--- config.mk ---
export PLATFORM = sky130hd
export DESIGN_NAME = round_pack_unit
export DESIGN_NICKNAME = d
export VERILOG_FILES = /design/src/rtl/rp_pkg.sv /design/src/rtl/rp_ctrl.sv /design/src/rtl/rp_datapath.sv /design/src/rtl/round_pack_unit.sv
export SDC_FILE = /design/constraint.sdc
export NUM_CORES = 1
export LEC_CHECK = 0
export ABC_CLOCK_PERIOD_IN_PS = 800
export CORE_UTILIZATION = 47
export CTS_BUF_LIST = sky130_fd_sc_hd__clkbuf_8
export CTS_CLUSTER_DIAMETER = 60
export DETAILED_ROUTE_END_ITERATION = 16
export PLACE_DENSITY = 0.81
export SLEW_MARGIN = 10
export SYNTH_ARGS = -nofsm -noshare
export SYNTH_HDL_FRONTEND = slang
export SYNTH_HIERARCHICAL = 1
export SYNTH_SLANG_ARGS = --single-unit
export TNS_END_PERCENT = 10
--- constraint.sdc ---
create_clock -name clk -period 0.8 [get_ports clk]
set_clock_uncertainty 0.15 [all_clocks]
set_input_delay 0.12 -clock clk [delete_from_list [all_inputs] [get_ports clk]]
set_output_delay 0.12 -clock clk [all_outputs]
set_load 0.01 [all_outputs]
--- src/rtl/rp_pkg.sv ---
package rp_pkg;
  typedef enum logic [2:0] {
    RM_NEAR = 3'd0,
    RM_ZERO = 3'd1,
    RM_DOWN = 3'd2,
    RM_UP   = 3'd3,
    RM_ODD  = 3'd4
  } rndMode_e;

  // strobes from control to datapath
  typedef struct packed {
    logic incEn;     // add one at the retained LSB
    logic ovfToInf;  // on overflow emit infinity, else largest finite
    logic inexact;   // some discarded bit is set
  } rndCtrl_t;
endpackage

--- src/rtl/rp_ctrl.sv ---
module rp_ctrl
  import rp_pkg::*;
(
  input  logic       sign,
  input  logic [2:0] rndMode,
  input  logic       lsb,
  input  logic       grd,
  input  logic       rnd,
  input  logic       stk,
  output rndCtrl_t   ctrl
);
  rndMode_e modeSel;
  logic     anyTail;

  always_comb begin
    case (rndMode)
      3'd0:    modeSel = RM_NEAR;
      3'd2:    modeSel = RM_DOWN;
      3'd3:    modeSel = RM_UP;
      3'd4:    modeSel = RM_ODD;
      default: modeSel = RM_ZERO;
    endcase
  end

  assign anyTail = grd | rnd | stk;

  always_comb begin
    ctrl.inexact  = anyTail;
    ctrl.incEn    = 1'b0;
    ctrl.ovfToInf = 1'b0;
    unique case (modeSel)
      RM_NEAR: begin
        ctrl.incEn    = grd & (rnd | stk | lsb);
        ctrl.ovfToInf = 1'b1;
      end
      RM_DOWN: begin
        ctrl.incEn    = sign & anyTail;
        ctrl.ovfToInf = sign;
      end
      RM_UP: begin
        ctrl.incEn    = ~sign & anyTail;
        ctrl.ovfToInf = ~sign;
      end
      RM_ODD: begin
        // an even truncated value becomes odd by adding one; no carry possible
        ctrl.incEn    = ~lsb & anyTail;
        ctrl.ovfToInf = 1'b0;
      end
      default: begin
        ctrl.incEn    = 1'b0;
        ctrl.ovfToInf = 1'b0;
      end
    endcase
  end
endmodule

--- src/rtl/rp_datapath.sv ---
module rp_datapath
  import rp_pkg::*;
#(
  parameter int EXP_W  = 15,
  parameter int FRAC_W = 112
) (
  input  logic                      sign,
  input  logic [EXP_W:0]            expIn,
  input  logic [FRAC_W:0]           keptSig,
  input  rndCtrl_t                  ctrl,
  output logic [EXP_W+FRAC_W:0]     result,
  output logic                      overflow,
  output logic                      inexact
);
  localparam logic [EXP_W+1:0] EXP_ALL1 = {2'b00, {EXP_W{1'b1}}};
  localparam logic [EXP_W-1:0] EXP_MAXF = {{(EXP_W-1){1'b1}}, 1'b0};

  logic [FRAC_W+1:0] sumSig;
  logic              carryOut;
  logic [FRAC_W-1:0] fracNew;
  logic [EXP_W+1:0]  expNew;

  assign sumSig   = {1'b0, keptSig} + {{(FRAC_W+1){1'b0}}, ctrl.incEn};
  assign carryOut = sumSig[FRAC_W+1];
  // after a carry the significand is 10...0, so a shift leaves a zero fraction
  assign fracNew  = carryOut ? sumSig[FRAC_W:1] : sumSig[FRAC_W-1:0];
  assign expNew   = {1'b0, expIn} + {{(EXP_W+1){1'b0}}, carryOut};
  assign overflow = (expNew >= EXP_ALL1);
  assign inexact  = ctrl.inexact | overflow;

  always_comb begin
    if (!overflow)
      result = {sign, expNew[EXP_W-1:0], fracNew};
    else if (ctrl.ovfToInf)
      result = {sign, {EXP_W{1'b1}}, {FRAC_W{1'b0}}};
    else
      result = {sign, EXP_MAXF, {FRAC_W{1'b1}}};
  end
endmodule

--- src/rtl/round_pack_unit.sv ---
module round_pack_unit
  import rp_pkg::*;
#(
  parameter int EXP_W   = 15,
  parameter int FRAC_W  = 112,
  parameter bit OUT_REG = 1'b1
) (
  input  logic                  clk,
  input  logic                  rst_n,
  input  logic                  inSign,
  input  logic [EXP_W:0]        inExp,
  input  logic [FRAC_W+3:0]     inSig,
  input  logic [2:0]            rndMode,
  output logic [EXP_W+FRAC_W:0] outVal,
  output logic                  flagInexact,
  output logic                  flagOverflow
);
  localparam int VAL_W = 1 + EXP_W + FRAC_W;

  rndCtrl_t         ctrlBus;
  logic [VAL_W-1:0] resComb;
  logic             ovfComb;
  logic             inexComb;

  rp_ctrl u_ctrl (
    .sign    (inSign),
    .rndMode (rndMode),
    .lsb     (inSig[3]),
    .grd     (inSig[2]),
    .rnd     (inSig[1]),
    .stk     (inSig[0]),
    .ctrl    (ctrlBus)
  );

  rp_datapath #(.EXP_W(EXP_W), .FRAC_W(FRAC_W)) u_dp (
    .sign     (inSign),
    .expIn    (inExp),
    .keptSig  (inSig[FRAC_W+3:3]),
    .ctrl     (ctrlBus),
    .result   (resComb),
    .overflow (ovfComb),
    .inexact  (inexComb)
  );

  generate
    if (OUT_REG) begin : g_reg
      always_ff @(posedge clk or negedge rst_n) begin
        if (!rst_n) begin
          outVal       <= '0;
          flagInexact  <= 1'b0;
          flagOverflow <= 1'b0;
        end else begin
          outVal       <= resComb;
          flagInexact  <= inexComb;
          flagOverflow <= ovfComb;
        end
      end
    end else begin : g_comb
      assign outVal       = resComb;
      assign flagInexact  = inexComb;
      assign flagOverflow = ovfComb;
    end
  endgenerate


  exact_pass_chk: assert property (@(posedge clk) disable iff (!rst_n)
    ((inSig[2:0] == 3'b000) && !ovfComb) |->
      (resComb == {inSign, inExp[EXP_W-1:0], inSig[FRAC_W+2:3]}) && !inexComb);


  odd_lsb_chk: assert property (@(posedge clk) disable iff (!rst_n)
    ((rndMode == 3'd4) && (inSig[2:0] != 3'b000)) |-> resComb[0]);


  odd_no_inf_chk: assert property (@(posedge clk) disable iff (!rst_n)
    (rndMode == 3'd4) |-> (resComb[VAL_W-2 -: EXP_W] != {EXP_W{1'b1}}));


  zero_trunc_chk: assert property (@(posedge clk) disable iff (!rst_n)
    ((rndMode == 3'd1) && !ovfComb) |-> (resComb[FRAC_W-1:0] == inSig[FRAC_W+2:3]));


  ovf_inexact_chk: assert property (@(posedge clk) disable iff (!rst_n)
    ovfComb |-> inexComb);
endmodule

==> results.toml <==
[status]
status = "finished, violations left"
violations = "hold timing, setup timing"

[floorplanning]
ioPinCount = 268
start_util = 0.487
die_w_um = 128
num_rows = 45
core-area_um2 = 15400
die_area_um2 = 16400
die_h_um = 128

[routing]
num_vias = 9428
route.detailed.drc = 0
vias_per_cell = 5.97
drtIter0Drc = 1198
wl_mm = 34.0
wl_per_cell_um = 21.5
drt-pass1-iter-count = 6
ant_nets = 0

[yosys]
synth-edff-count = 0
yosysSeqAreaShare = 0.434
avgSynthCellArea_um2 = 9.33
synthTopCellsByArea = "dfrtp_1, xnor2_1, xor2_1, nand3_1, o21ai_1"
yosysTopAreaCell = "dfrtp_1"
synth_common_cells = "dfrtp_1, nand2_1, nand3_1"
yosysTopAreaCellShare = 0.434
synthArstFlopShare = 1.00
synthMostInstantiatedCell = "dfrtp_1"
post_synth_num_cell_types = 61
syn_area_um2 = 7490
ys_ff_latch = 130
syn_inst = 803
yosys_most_used_dff = "dfrtp_1"
ys_warn_count = 6
syn_nets = 946

[timing]
slew_headroom = 0.680
whs_ps = -99.4
setup_violations = 259
fin_ws_ps = -3130
slew_viol_final = 0
hold_violations = 9
tns_ps = -446360
finalCriticalPeriod_ps = 3930
fin_crit_sh = 4.92
timing.fmax_mhz = 254
tightest_slew_ps = 476
rsz0062_at_grt = "yes"

[flow_run]
cap_violations = 0

[clock_network]
clkSinkCount = 130
cts_made_buffers = 17
clk_pin_slew_ps = 90
cts_max_level = 4
cts_max_path_buffers = 2
cts_tree = "yes"
holdBufCountCts = 2
root_buffer = "clkbuf_8"

[critical_path]
path_delay_family = "simple AND/OR/NAND/NOR gates"
crit_chain = "clkdlybuf4s50_1 > nor4bb_2 > a41o_1 > ha_4 > nand4_4 > nor4_4 > nand4_1 > nor4_4 > buf_4 > ha_4 > ha_4 > nand4_1 > nor2_2 > xor2_1 > o2111ai_2 > a211o_4 > clkinv_4 > a21oi_4 > buf_12 > a21oi_1"
endpoint_kind = "flip-flop"
cp_data_arrival_time_ps = 4130
path_max_fanout = 20
crit_start = "inSig[2]"
startpoint_type = "input port"
cp.buffers_inverters = 4
critPathSlowestCell = "clkdlybuf4s50_1"
cp.required_ps = 1000
crit_type = "in2reg"
crit_top_cell = "ha_4"
max_stage_delay_ps = 490
worst-path-stages = 20

[power_and_ir_drop]
p_comb_frac = 0.252
p_per_area_nw_per_um2 = 1480
p_sw_frac = 0.285
seqPwrFrac = 0.382
switching_power_mw = 5.52
clock_power_share = 0.366
internal_power_mw = 13.8
peakVddDrop_mv = 1.01
p_leak_nw = 5.70

[global_routing]
grt_pass1_vias = 9389
grt_remaining_overflow = 0
grt_max_degree = 42
grt_usage = 0.399
grt_pass1_wl_mm = 49.5
antenna_found_initial = 0

[finish]
final_nets = 1499
fillers = 847
antenna_cells = 0
fin_util = 0.852
syn2layout_area_growth_pct = 74.8
design_area_um2 = 13100
drive_gt1_frac = 0.397

[worst_hold_path]
min_path_type = "in2async"

[place]
port_buffers = 267
placed_area_um2 = 12600
gp_congestion = 0.963
post-dp-hpwl_mm = 22.7
-- registers in the layout (all words and copies together) (netlist names) --
name,cells
flagInexact,1
flagOverflow,1
outVal,128
-- layout make-up --
cell class	instances	area, µm²	area share
Timing Repair Buffer	569	4780	0.365
Multi-Input combinational cell	620	4230	0.323
Sequential cell	130	3250	0.248
Tap cell	211	264	0.0202
Clock buffer	19	262	0.0200
Clock inverter	13	231	0.0177
Inverter	18	72.6	0.00554
-- final timing paths --
kind / slack [ps] / endpoint
max: -3130 / outVal[31]$_DFF_PN0_
max in group asynchronous: 120 / outVal[68]$_DFF_PN0_
min in group clk: -10 / flagInexact$_DFF_PN0_
min: -100 / outVal[26]$_DFF_PN0_
-- power by group through the flow --
| stage | clock, mW | sequential, mW | combinational [mW] |
|---|---|---|---|
| 2_1_floorplan | 0 | 7.77 | 1.09 |
| 3_3_place_gp | 0 | 7.48 | 4.68 |
| 3_5_place_dp | 0 | 7.48 | 4.80 |
| 4_1_cts | 6.99 | 7.37 | 4.48 |
| 5_1_grt | 7.35 | 7.44 | 5.10 |
| 6_report | 7.08 | 7.40 | 4.87 |
-- routing by layer --
metal	up-vias	track usage	share of wire	routed length, µm
li1	3983	-	-	-
met1	4470	0.466	0.35	12000
met2	786	0.684	0.49	16700
met3	189	0.0747	0.10	3400
met4	0	0.228	0.055	1870
met5	-	0	0	0
-- timing repair --
action	CTS	global route
pin swaps	9	13
endpoints found under the hold margin	132	8
setup buffers	3	8
endpoints found under the setup margin	259	259
gates cloned	2	2
resized for setup	576	60
-- cell usage in the layout (no fill, tap or decap), types with 16 or more instances in the layout --
master / count
buf_2: 99
nand3_1: 61
dfrtp_1: 130
buf_6: 40
nand2_1: 70
xnor2_1: 58
inv_1: 17
nor3_1: 41
clkbuf_8: 19
clkdlybuf4s50_1: 129
xor2_1: 55
nor2_1: 44
o21ai_2: 21
buf_4: 275
o21ai_1: 45
nand4_1: 36
a21oi_1: 42
buf_12: 16
-- metrics by stage --
| step | instances | setup WS [ps] | hold WS [ps] | total power [mW] |
|---|---|---|---|---|
| 2_1_floorplan | 803 | -3280 | -326 | 8.85 |
| 3_3_place_gp | 1531 | -3610 | -192 | 12.2 |
| 3_5_place_dp | 1531 | -3840 | -187 | 12.3 |
| 4_1_cts | 1570 | -2950 | -101 | 18.8 |
| 5_1_grt | 1580 | -3330 | -104 | 19.9 |
| 6_report | 1580 | -3130 | -99.4 | 19.4 |
-- cells by family (layout without fill, tap and decap cells) --
family,Yosys count,count (layout),synth area share
AND/OR/NAND/NOR,359,359,0.280
AO/OA/AOI/OAI,136,136,0.0989
flip-flops,130,130,0.434
XOR/XNOR,113,113,0.132
buffers and inverters,53,619,0.0366
multiplexers,7,7,0.00952
adder cells (fa/ha/maj),5,5,0.00835
(Power assumes the default switching activity.)
